`src/rtl/ptc_pkg.sv`:
```
package ptc_pkg;
  typedef enum logic [1:0] {
    XOP_ZERO = 2'd0,
    XOP_ONE  = 2'd1,
    XOP_TERM = 2'd2,
    XOP_RSVD = 2'd3
  } xop_e;

  typedef enum logic [1:0] {
    OEN_OFF  = 2'd0,
    OEN_ON   = 2'd1,
    OEN_DED  = 2'd2,
    OEN_TERM = 2'd3
  } oen_e;
endpackage

```
`src/rtl/ptc_sum.sv`:
```
module ptc_sum
  import ptc_pkg::*;
#(
  parameter int N_PT  = 5,
  parameter int IDX_W = 3
) (
  input  logic [N_PT-1:0]  pt_i,
  input  logic [N_PT-1:0]  mask_i,
  input  xop_e             xor_mode_i,
  input  logic [IDX_W-1:0] xor_idx_i,
  input  logic             cas_i,
  input  logic             cas_en_i,
  output logic             sum_o
);
  logic [N_PT-1:0] strip;
  logic [N_PT-1:0] alloc;

  // the term claimed by the XOR operand leaves the OR sum
  for (genvar g = 0; g < N_PT; g++) begin : g_strip
    assign strip[g] = (xor_mode_i == XOP_TERM) && (xor_idx_i == IDX_W'(g));
  end

  assign alloc = mask_i & ~strip;
  assign sum_o = (|(pt_i & alloc)) | (cas_en_i & cas_i);

  always_comb begin
    if (xor_mode_i == XOP_TERM && !cas_en_i && (pt_i & ~strip) == '0)
      p_removed_term_r4: assert (!sum_o)
        else $error("R4: claimed term leaked into sum");
    if (!cas_en_i && (pt_i & mask_i) == '0)
      p_cascade_gated_r2: assert (!sum_o)
        else $error("R2: cascade passed while disabled");
  end
endmodule

```
`src/rtl/ptc_polarity.sv`:
```
module ptc_polarity
  import ptc_pkg::*;
#(
  parameter int N_PT  = 5,
  parameter int IDX_W = 3
) (
  input  logic             sum_i,
  input  logic [N_PT-1:0]  pt_i,
  input  xop_e             xor_mode_i,
  input  logic [IDX_W-1:0] xor_idx_i,
  output logic             d_o
);
  logic term_sel;
  logic op;

  always_comb begin
    term_sel = 1'b0;
    for (int i = 0; i < N_PT; i++)
      if (xor_idx_i == IDX_W'(i)) term_sel = pt_i[i];
  end

  always_comb begin
    unique case (xor_mode_i)
      XOP_ONE:  op = 1'b1;
      XOP_TERM: op = term_sel;
      default:  op = 1'b0;
    endcase
  end

  assign d_o = sum_i ^ op;
endmodule

```
`src/rtl/ptc_route.sv`:
```
module ptc_route
  import ptc_pkg::*;
#(
  parameter int N_PT  = 5,
  parameter int N_OE  = 2,
  parameter int IDX_W = 3
) (
  input  logic             d_i,
  input  logic             reg_q_i,
  input  logic             out_reg_i,
  input  logic             fb_reg_i,
  input  oen_e             oe_mode_i,
  input  logic [IDX_W-1:0] oe_idx_i,
  input  logic [N_OE-1:0]  oe_ded_i,
  input  logic [N_PT-1:0]  pt_i,
  input  logic [IDX_W-1:0] fold_idx_i,
  output logic             pin_o,
  output logic             pin_oe_o,
  output logic             fb_o,
  output logic             fold_o
);
  logic ded_sel, term_sel, fold_term;

  assign pin_o = out_reg_i ? reg_q_i : d_i;
  assign fb_o  = fb_reg_i  ? reg_q_i : d_i;

  always_comb begin
    ded_sel   = 1'b0;
    term_sel  = 1'b0;
    fold_term = 1'b0;
    for (int i = 0; i < N_OE; i++)
      if (oe_idx_i == IDX_W'(i)) ded_sel = oe_ded_i[i];
    for (int i = 0; i < N_PT; i++) begin
      if (oe_idx_i == IDX_W'(i))   term_sel  = pt_i[i];
      if (fold_idx_i == IDX_W'(i)) fold_term = pt_i[i];
    end
  end

  always_comb begin
    unique case (oe_mode_i)
      OEN_ON:   pin_oe_o = 1'b1;
      OEN_DED:  pin_oe_o = ded_sel;
      OEN_TERM: pin_oe_o = term_sel;
      default:  pin_oe_o = 1'b0;
    endcase
  end

  assign fold_o = ~fold_term;

  always_comb begin
    if (oe_mode_i == OEN_OFF)
      p_oe_off_r7: assert (!pin_oe_o) else $error("R7: enable on in off mode");
    if (oe_mode_i == OEN_ON)
      p_oe_on_r7: assert (pin_oe_o) else $error("R7: enable off in on mode");
  end
endmodule

```
`src/rtl/pterm_cell.sv`:
```
module pterm_cell
  import ptc_pkg::*;
#(
  parameter int N_PT  = 5,
  parameter int N_OE  = 2,
  localparam int IDX_W = (N_PT > N_OE) ? $clog2(N_PT + 1) : $clog2(N_OE + 1)
) (
  input  logic [N_PT-1:0]  pt_i,
  input  logic             cas_i,
  input  logic [N_OE-1:0]  oe_ded_i,
  input  logic             reg_q_i,
  input  logic [N_PT-1:0]  or_mask_i,
  input  logic             cas_en_i,
  input  logic [1:0]       xor_mode_i,
  input  logic [IDX_W-1:0] xor_idx_i,
  input  logic             out_reg_i,
  input  logic             fb_reg_i,
  input  logic [1:0]       oe_mode_i,
  input  logic [IDX_W-1:0] oe_idx_i,
  input  logic [IDX_W-1:0] fold_idx_i,
  output logic             cas_o,
  output logic             d_o,
  output logic             pin_o,
  output logic             pin_oe_o,
  output logic             fb_o,
  output logic             fold_o
);
  xop_e xmode;
  oen_e omode;
  logic sum;

  assign xmode = xop_e'(xor_mode_i);
  assign omode = oen_e'(oe_mode_i);

  ptc_sum #(.N_PT(N_PT), .IDX_W(IDX_W)) u_sum (
    .pt_i       (pt_i),
    .mask_i     (or_mask_i),
    .xor_mode_i (xmode),
    .xor_idx_i  (xor_idx_i),
    .cas_i      (cas_i),
    .cas_en_i   (cas_en_i),
    .sum_o      (sum)
  );

  ptc_polarity #(.N_PT(N_PT), .IDX_W(IDX_W)) u_pol (
    .sum_i      (sum),
    .pt_i       (pt_i),
    .xor_mode_i (xmode),
    .xor_idx_i  (xor_idx_i),
    .d_o        (d_o)
  );

  ptc_route #(.N_PT(N_PT), .N_OE(N_OE), .IDX_W(IDX_W)) u_route (
    .d_i        (d_o),
    .reg_q_i    (reg_q_i),
    .out_reg_i  (out_reg_i),
    .fb_reg_i   (fb_reg_i),
    .oe_mode_i  (omode),
    .oe_idx_i   (oe_idx_i),
    .oe_ded_i   (oe_ded_i),
    .pt_i       (pt_i),
    .fold_idx_i (fold_idx_i),
    .pin_o      (pin_o),
    .pin_oe_o   (pin_oe_o),
    .fb_o       (fb_o),
    .fold_o     (fold_o)
  );

  assign cas_o = sum;

  always_comb begin
    if (xmode == XOP_ZERO || xmode == XOP_RSVD)
      p_const0_r3: assert (d_o == cas_o) else $error("R3: zero operand altered data");
    if (xmode == XOP_ONE)
      p_const1_r3: assert (d_o != cas_o) else $error("R3: one operand did not invert");
    if (|(pt_i & or_mask_i) && xmode != XOP_TERM)
      p_term_sets_sum_r1: assert (cas_o) else $error("R1: allocated term lost");
    if (!out_reg_i)
      p_pin_comb_r5: assert (pin_o == d_o) else $error("R5: pin not combinational");
    if (!fb_reg_i)
      p_fb_comb_r6: assert (fb_o == d_o) else $error("R6: feedback not combinational");
    if (fb_reg_i)
      p_fb_reg_r6: assert (fb_o == reg_q_i) else $error("R6: feedback not registered");
  end
endmodule

```
`config.mk`:
```
export PLATFORM = sky130hd
export DESIGN_NAME = pterm_cell
export DESIGN_NICKNAME = d
export VERILOG_FILES = /design/src/rtl/ptc_pkg.sv /design/src/rtl/ptc_sum.sv /design/src/rtl/ptc_polarity.sv /design/src/rtl/ptc_route.sv /design/src/rtl/pterm_cell.sv
export SDC_FILE = /design/constraint.sdc
export NUM_CORES = 1
export LEC_CHECK = 0
export ABC_AREA = 1
export BUFFER_PORTS_ARGS = -buffer_cell sky130_fd_sc_hd__buf_2
export CORE_AREA = 10 10 47 49
export DETAILED_ROUTE_END_ITERATION = 8
export DIE_AREA = 0 0 57 59
export GPL_TIMING_DRIVEN = 0
export PLACE_DENSITY = 0.68
export SETUP_SLACK_MARGIN = 0.4
export SLEW_MARGIN = 20
export SYNTH_ARGS = -nofsm -noshare
export SYNTH_HDL_FRONTEND = slang
export SYNTH_SLANG_ARGS = --single-unit
```
`constraint.sdc`:
```
create_clock -name vclk -period 1.3
set_input_delay 0.065 -clock vclk [all_inputs]
set_output_delay 0.065 -clock vclk [all_outputs]
set_load 0.05 [all_outputs]
```
==> results of run 1 <==
## worst max-delay path: cells and delay by family
| kind | cells | cell delay (ns) |
|---|---|---|
| buffers and inverters | 2 | 0.25 |
| and+or+nand+nor | 10 | 0.97 |
## layout by cell type (no fill, tap or decap), drive strengths merged
cell type / Yosys / final
nand2: 23 / 23
ha: 2 / 2
inv: 17 / 18
a31oi: 2 / 2
or2: 1 / 1
buf: 0 / 43
nor2: 6 / 6
a41oi: 1 / 1
o211ai: 1 / 1
and2: 1 / 1
nor3: 1 / 1
nand4: 2 / 2
nand3: 17 / 17
o21ai: 4 / 4
a21oi: 4 / 4
## layout make-up
cell class / count / area, sq um
multi-input cells: 65 / 557
inverters: 18 / 95.1
repair buffers: 43 / 388
well taps: 16 / 20.0
fillers: 101 / 342
## metal layers
layer  track usage (%)  up-vias  part of all wire [%]
li1                  -      364                     -
met1              10.5      332                    34
met2              20.0       18                    62
met3             0.858        2                   3.0
met4              1.34        0                   1.1
met5                 0        -                     0
## kinds of logic (layout without fill, tap and decap cells)
logic type / count (synthesis) / count (layout)
AOI/OAI and AO/OA: 12 / 12
and+or+nand+nor: 51 / 51
buffers and inverters: 18 / 61
adders and majority gates: 2 / 2
## metrics by stage
step                      setup TNS, ns  cell area [sq um]
after detailed placement         -0.489                717
after CTS                             0                918
after global routing             -0.384               1060
final                            -0.141               1060
after global placement           -0.446                717
after floorplan                       0                517
## worst paths after layout
kind	endpoint	slack [ns]
setup / recovery	d_o	-0.05
hold / removal	fold_o	0.48
## power by group through the flow
stage / clock (uW) / sequential [uW] / combinational, uW
4_1_cts: 0 / 0 / 397
2_1_floorplan: 0 / 0 / 200
5_1_grt: 0 / 0 / 481
3_5_place_dp: 0 / 0 / 302
3_3_place_gp: 0 / 0 / 297
6_report: 0 / 0 / 455
## timing repair
item	4_1_cts	5_1_grt
gates cloned	0	0
resized for setup	53	30
pin swaps	23	28
buffers inserted	4	3
endpoints found under the setup margin	6	6
==> flow_summary.toml, run 1 <==
[outcome]
status = "complete, but fails checks"
violations = "negative setup slack"

[synth]
synth_area_sq_um = 413
synth_mux_area_share_pct = 0
yosysMostFrequentCell = "nand2_1"
synth-compound-area-share_pct = 16.7
postSynthAreaPerCell_sq_um = 4.97
synthCells = 83
yosys_warnings = 0
synth_simple_gate_area_share_pct = 60.9
synth_top_cell_by_area = "nand3_1"
syn_nets = 115
ys_types = 20
synth_fa_ha_area_share_pct = 6.06
synth_common_cells = "nand2_1, inv_1, nand3_1"
synth_xor_area_share_pct = 0
yosys-top-cells-area = "nand3_1, nand2_1, inv_1"
synthDominantCellAreaShare_pct = 18.2
ys_seq_area_share_pct = 0
synth_top_family_by_area = "simple AND/OR/NAND/NOR gates"

[global_route]
antenna_found_initial = 0
grt_pass1_vias = 683
grt.overflow.total = 0
grt_max_degree = 8
grt_usage_pct = 9.76
grt_first_pass_wirelength_mm = 2.87

[placed_design]
io_buffer_count = 36
place_ws_ns = -0.175
hpwl_mm = 1.34
placed_cells = 135
place.gp.congestion = 0.779

[sta]
finalCritPeriodShare_pct = 104
hold_viol = 0
slew_violations = 0
worst_slew_margin_rel_pct = 75.4
fmax_mhz = 739
setup_ws_ns = -0.0531
period_needed_ns = 1.35
rsz0062_at_grt = "yes"
timing.hold.ws_ns = 0.480
setup_violations = 3
worst_pin_slew_ns = 0.366

[pwr]
max-vdd-ir-drop_mv = 0.238
p_comb_share_pct = 100.0
pwr_density_cell_nw_per_um2 = 429
pwr-share-clk_pct = 0
p_sw_share_pct = 54.2
power.total_uw = 455
power_switching_uw = 247
p_int_uw = 208
seq_power_share_pct = 0
p_leak_uw = 0.000512

[layout]
nClkBuffers = 0
seq_cell_count = 0
fin_nets = 160
final_core_util_pct = 75.6
final-seq-area_sq_um = 0
insertedDiodeCount = 0
drive_gt1_share_pct = 67.5
areaGrowthSynthToFinish_pct = 157
stdcell_count = 142

[route]
drc = 0
ant_nets = 0
drt-pass1-iter-count = 4
wire_per_inst_um = 14.0
vias_per_cell = 5.04
routed_wl_mm = 1.98
drt-initial-drc-count = 12
vias = 716

[floorplanning]
dieArea_sq_um = 3360
die_w_um = 57
core_area_sq_um = 1400
start_util_pct = 29.5
fp.dieH_um = 59
rows = 14
pin_count = 36

[setup_path]
setup.worst_path.start = "xor_idx_i[1]"
path_max_fanout = 7
startpoint_type = "primary input"
cpPeakStageDelay_ns = 0.18
worstSetupPathType = "primary input to output pin"
end_kind = "output pin"
crit_chain = "buf_12, nor2_4, nand3_2, nand3_2, nand2_1, nand2_1, nand2_1, nand2_2, nand2_2, nand2_4, and2_4, buf_8"
arrival_ns = 1.29
cpMostUsedCell = "nand2_1"
required_ns = 1.24
cp_slowest_cell = "nor2_4"

[hold_path]
hold-path-cell-count = 3
hold_path_class = "primary input to output pin"
hp-start = "fold_idx_i[2]"

[job]
cap_violations = 0

[cts]
cts_hold_buf = 0
(Power assumes the default switching activity.)
==> run 2: changes to the inputs <==
- PLACE_DENSITY: 0.68 -> 0.75
==> flow_summary.toml, run 2 (same netlist as run 1, synthesis figures left out) <==
[pwr]
p_sw_share_pct = 55.2
p_int_uw = 190
power_switching_uw = 233
p_comb_share_pct = 100.0
p_leak_uw = 0.000476
pwr_density_cell_nw_per_um2 = 431
max-vdd-ir-drop_mv = 0.253
seq_power_share_pct = 0
pwr-share-clk_pct = 0

[global_route]
grt_pass1_vias = 659
antenna_found_initial = 0
grt_max_degree = 8
grt_first_pass_wirelength_mm = 2.64
grt.overflow.total = 0
grt_usage_pct = 8.89

[hold_path]
hold-path-cell-count = 3
hold_path_class = "primary input to output pin"
min_to = "fold_o"
hp-start = "fold_idx_i[2]"

[outcome]
status = "completed"

[setup_path]
worstSetupPathType = "primary input to output pin"
startpoint_type = "primary input"
required_ns = 1.24
end_kind = "output pin"
path_max_fanout = 7
arrival_ns = 1.23
setup.worst_path.start = "xor_idx_i[1]"

[floorplanning]
fp.dieH_um = 59
pin_count = 36
die_w_um = 57
dieArea_sq_um = 3360
start_util_pct = 29.5
rows = 14
core_area_sq_um = 1400

[layout]
fin_nets = 156
nClkBuffers = 0
final-seq-area_sq_um = 0
seq_cell_count = 0
num-fill-cells = 108
mostFrequentLayoutCells = "buf_2, nand2_1, inv_1"
stdcell_count = 138
final_common_cell = "buf_2"
stdcell_area_sq_um = 980
drive_gt1_share_pct = 65.6
areaGrowthSynthToFinish_pct = 137
insertedDiodeCount = 0

[placed_design]
placed_cells = 135
hpwl_mm = 1.38
io_buffer_count = 36
placed_cell_area_sq_um = 717
place.gp.congestion = 0.795

[job]
cap_violations = 0

[sta]
worst_pin_slew_ns = 0.192
timing.hold.ws_ns = 0.481
rsz0062_at_grt = "yes"
slew_violations = 0
fmax_mhz = 770
worst_slew_margin_rel_pct = 87.1
period_needed_ns = 1.30
hold_viol = 0
finalCritPeriodShare_pct = 99.9
setup_violations = 0

[route]
wire_per_inst_um = 13.7
drc = 0
drt-pass1-iter-count = 4
vias_per_cell = 5.13
routed_wl_mm = 1.89
ant_nets = 0
vias = 708
drt-initial-drc-count = 17

[cts]
cts_hold_buf = 0
==> run 2: cell count changes in the layout (fill, tap and decap cells not counted), moves of 2 or more <==
cell,previous run,this run
buf_12,4,2
buf_4,6,2
buf_6,6,8
inv_4,3,1
nand3_1,7,9
nand3_4,3,1
o21ai_1,3,1
o21ai_2,1,3
==> run 2: final cells by class <==
class	count	area (sq um)	share of cell area, %
well taps	16	20.0	2.04
repair buffers	39	340	34.7
multi-input cells	65	532	54.3
inverters	18	87.6	8.94
==> run 2: per-layer routing <==
metal	share of wire (%)	global-route usage, %	vias up
li1	-	-	357
met3	3.7	0.858	4
met5	0	0	-
met2	59	19.8	18
met1	34	8.39	329
met4	2.4	1.01	0
==> run 2: through the flow <==
step	utilization, %	setup slack [ns]	setup TNS [ns]	total power [uW]
finish	69.9	0.00141	0	423
global route	69.9	-0.0515	-0.148	447
CTS	62.1	-0.00440	-0.00440	378
detailed placement	51.2	-0.171	-0.485	301
global placement	51.2	-0.143	-0.398	296
floorplan	-	0.179	0	200
==> run 2: power by group through the flow <==
stage          registers [uW]  clock network, uW  logic (uW)
6_report                    0                  0         423
5_1_grt                     0                  0         447
4_1_cts                     0                  0         378
3_5_place_dp                0                  0         301
3_3_place_gp                0                  0         296
2_1_floorplan               0                  0         200
==> run 2: worst max-delay path, cell delays in order <==
cell	delay [ns]
buf_12	0.11
nor2_4	0.15
buf_6	0.11
nand3_2	0.05
nand3_2	0.08
nand2_2	0.06
nor2_4	0.11
nand2_4	0.07
inv_2	0.07
nand2_4	0.06
and2_4	0.14
buf_8	0.14
==> run 2: how the worst max path moves through the flow <==
stage           end  cells after the start
2_1_floorplan  fb_o                     11
3_3_place_gp   fb_o                     13
3_5_place_dp   fb_o                     13
4_1_cts         d_o                     12
5_1_grt         d_o                     12
6_report        d_o                     12
==> run 2: timing repair <==
action                     4_1_cts  5_1_grt
resized for setup               46       27
setup buffers                    1        2
setup endpoints to repair        6        6
pin swaps                       21       10
==> run 3: changes to the inputs <==
- CELL_PAD_IN_SITES_DETAIL_PLACEMENT: default -> 1
- CELL_PAD_IN_SITES_GLOBAL_PLACEMENT: default -> 2
- CORE_AREA: 10 10 47 49 -> default
- CORE_MARGIN: default -> 10
- CORE_UTILIZATION: default -> 16
- DIE_AREA: 0 0 57 59 -> default
- MAX_ROUTING_LAYER: default -> met4
- PLACE_DENSITY: 0.75 -> 0.89
==> flow_summary.toml, run 3 (same netlist as run 1, synthesis figures left out) <==
[outcome]
status = "completed"

[hold_path]
hold-path-cell-count = 3
hp-start = "fold_idx_i[2]"
hold_path_class = "primary input to output pin"
min_to = "fold_o"

[sta]
fmax_mhz = 778
rsz0062_at_grt = "yes"
worst_pin_slew_ns = 0.218
hold_viol = 0
setup_violations = 0
period_needed_ns = 1.29
slew_violations = 0
worst_slew_margin_rel_pct = 85.4
finalCritPeriodShare_pct = 98.9
setup_ws_ns = 0.0140

[global_route]
grt_first_pass_wirelength_mm = 3.22
antenna_found_initial = 0
grt_usage_pct = 7.46
grt_busiest_layer = "met2"
grt_pass1_vias = 706
grt.overflow.total = 0
use_met1_pct = 7.42
grt_max_degree = 8
grtUsageMet3_pct = 0.279
met2_usage_pct = 16.0

[setup_path]
crit_chain = "buf_12, inv_12, ha_4, nand3_1, nand3_1, nand2_1, nor2_2, nand2_4, inv_2, nand2_4, and2_4, buf_8"
path_buf_inv = 4
arrival_ns = 1.22
startpoint_type = "primary input"
required_ns = 1.24
crit_family = "simple AND/OR/NAND/NOR gates"
path_max_fanout = 6
end_kind = "output pin"
cpPeakStageDelay_ns = 0.16
worstSetupPathType = "primary input to output pin"
cp_slowest_cell = "ha_4"
path_depth = 12

[floorplanning]
dieArea_sq_um = 5010
pin_count = 36
die_w_um = 70.8
core_area_sq_um = 2480
rows = 18
fp.dieH_um = 70.8
start_util_pct = 16.7

[route]
drt-initial-drc-count = 20
vias = 676
routed_wl_mm = 2.02
wire_per_inst_um = 13.5
ant_nets = 0
drt-pass1-iter-count = 4
vias_per_cell = 4.51
drc = 0

[layout]
insertedDiodeCount = 0
areaGrowthSynthToFinish_pct = 142
final-seq-area_sq_um = 0
drive_gt1_share_pct = 65.8
fin_nets = 154
seq_cell_count = 0
mostFrequentLayoutCells = "buf_2, nand2_1, inv_1"
nClkBuffers = 0
final_common_cell = "buf_2"

[placed_design]
io_buffer_count = 36
place.gp.congestion = 0.756
place_ws_ns = -0.240
hpwl_mm = 1.77

[pwr]
p_leak_uw = 0.000481
power.total_uw = 423
pwr_density_cell_nw_per_um2 = 424
max-vdd-ir-drop_mv = 0.195

[cts]
cts_hold_buf = 0

[job]
cap_violations = 0
[run 3: how the worst max path moves through the flow]
stage               slack, ns   end     startpoint
floorplan                0.18  fb_o  xor_mode_i[0]
global placement        -0.17  fb_o   xor_idx_i[0]
detailed placement      -0.24  fb_o   xor_idx_i[0]
CTS                     -0.03   d_o  xor_mode_i[0]
global route            -0.04  fb_o   xor_idx_i[0]
finish                   0.01   d_o  xor_mode_i[0]
[run 3: layout make-up]
type,instances,area [sq um]
fillers,326,1480
inverters,18,90.1
multi-input cells,65,549
well taps,30,37.5
repair buffers,37,320
[run 3: layer usage]
layer	vias up	share of wire (%)
met5	-	0
met4	0	0
met2	8	64
met3	0	1.1
met1	318	35
li1	350	-
[run 3: timing repair]
| item | in CTS | in global routing |
|---|---|---|
| pin swaps | 22 | 19 |
| setup endpoints to repair | 6 | 6 |
| gates resized for setup | 52 | 25 |
| setup buffers | 1 | 0 |
[run 3: report_power, final]
| part | internal (uW) | total, uW | switching, uW |
|---|---|---|---|
| registers | 0 | 0 | 0 |
| logic | 186 | 423 | 237 |
| clock network | 0 | 0 | 0 |
| total | 186 | 423 | 237 |
[run 3: per-stage QoR]
stage | TNS (ns) | util [%] | cell area, sq um | instances | hold slack (ns)
6_report | 0 | 40.3 | 997 | 150 | 0.479
5_1_grt | -0.129 | 40.3 | 997 | 150 | 0.496
4_1_cts | -0.0343 | 36.9 | 913 | 150 | 0.482
3_5_place_dp | -0.671 | 29.6 | 734 | 149 | 0.527
3_3_place_gp | -0.478 | 29.6 | 734 | 149 | 0.525
2_1_floorplan | 0 | - | 517 | 83 | 0.289
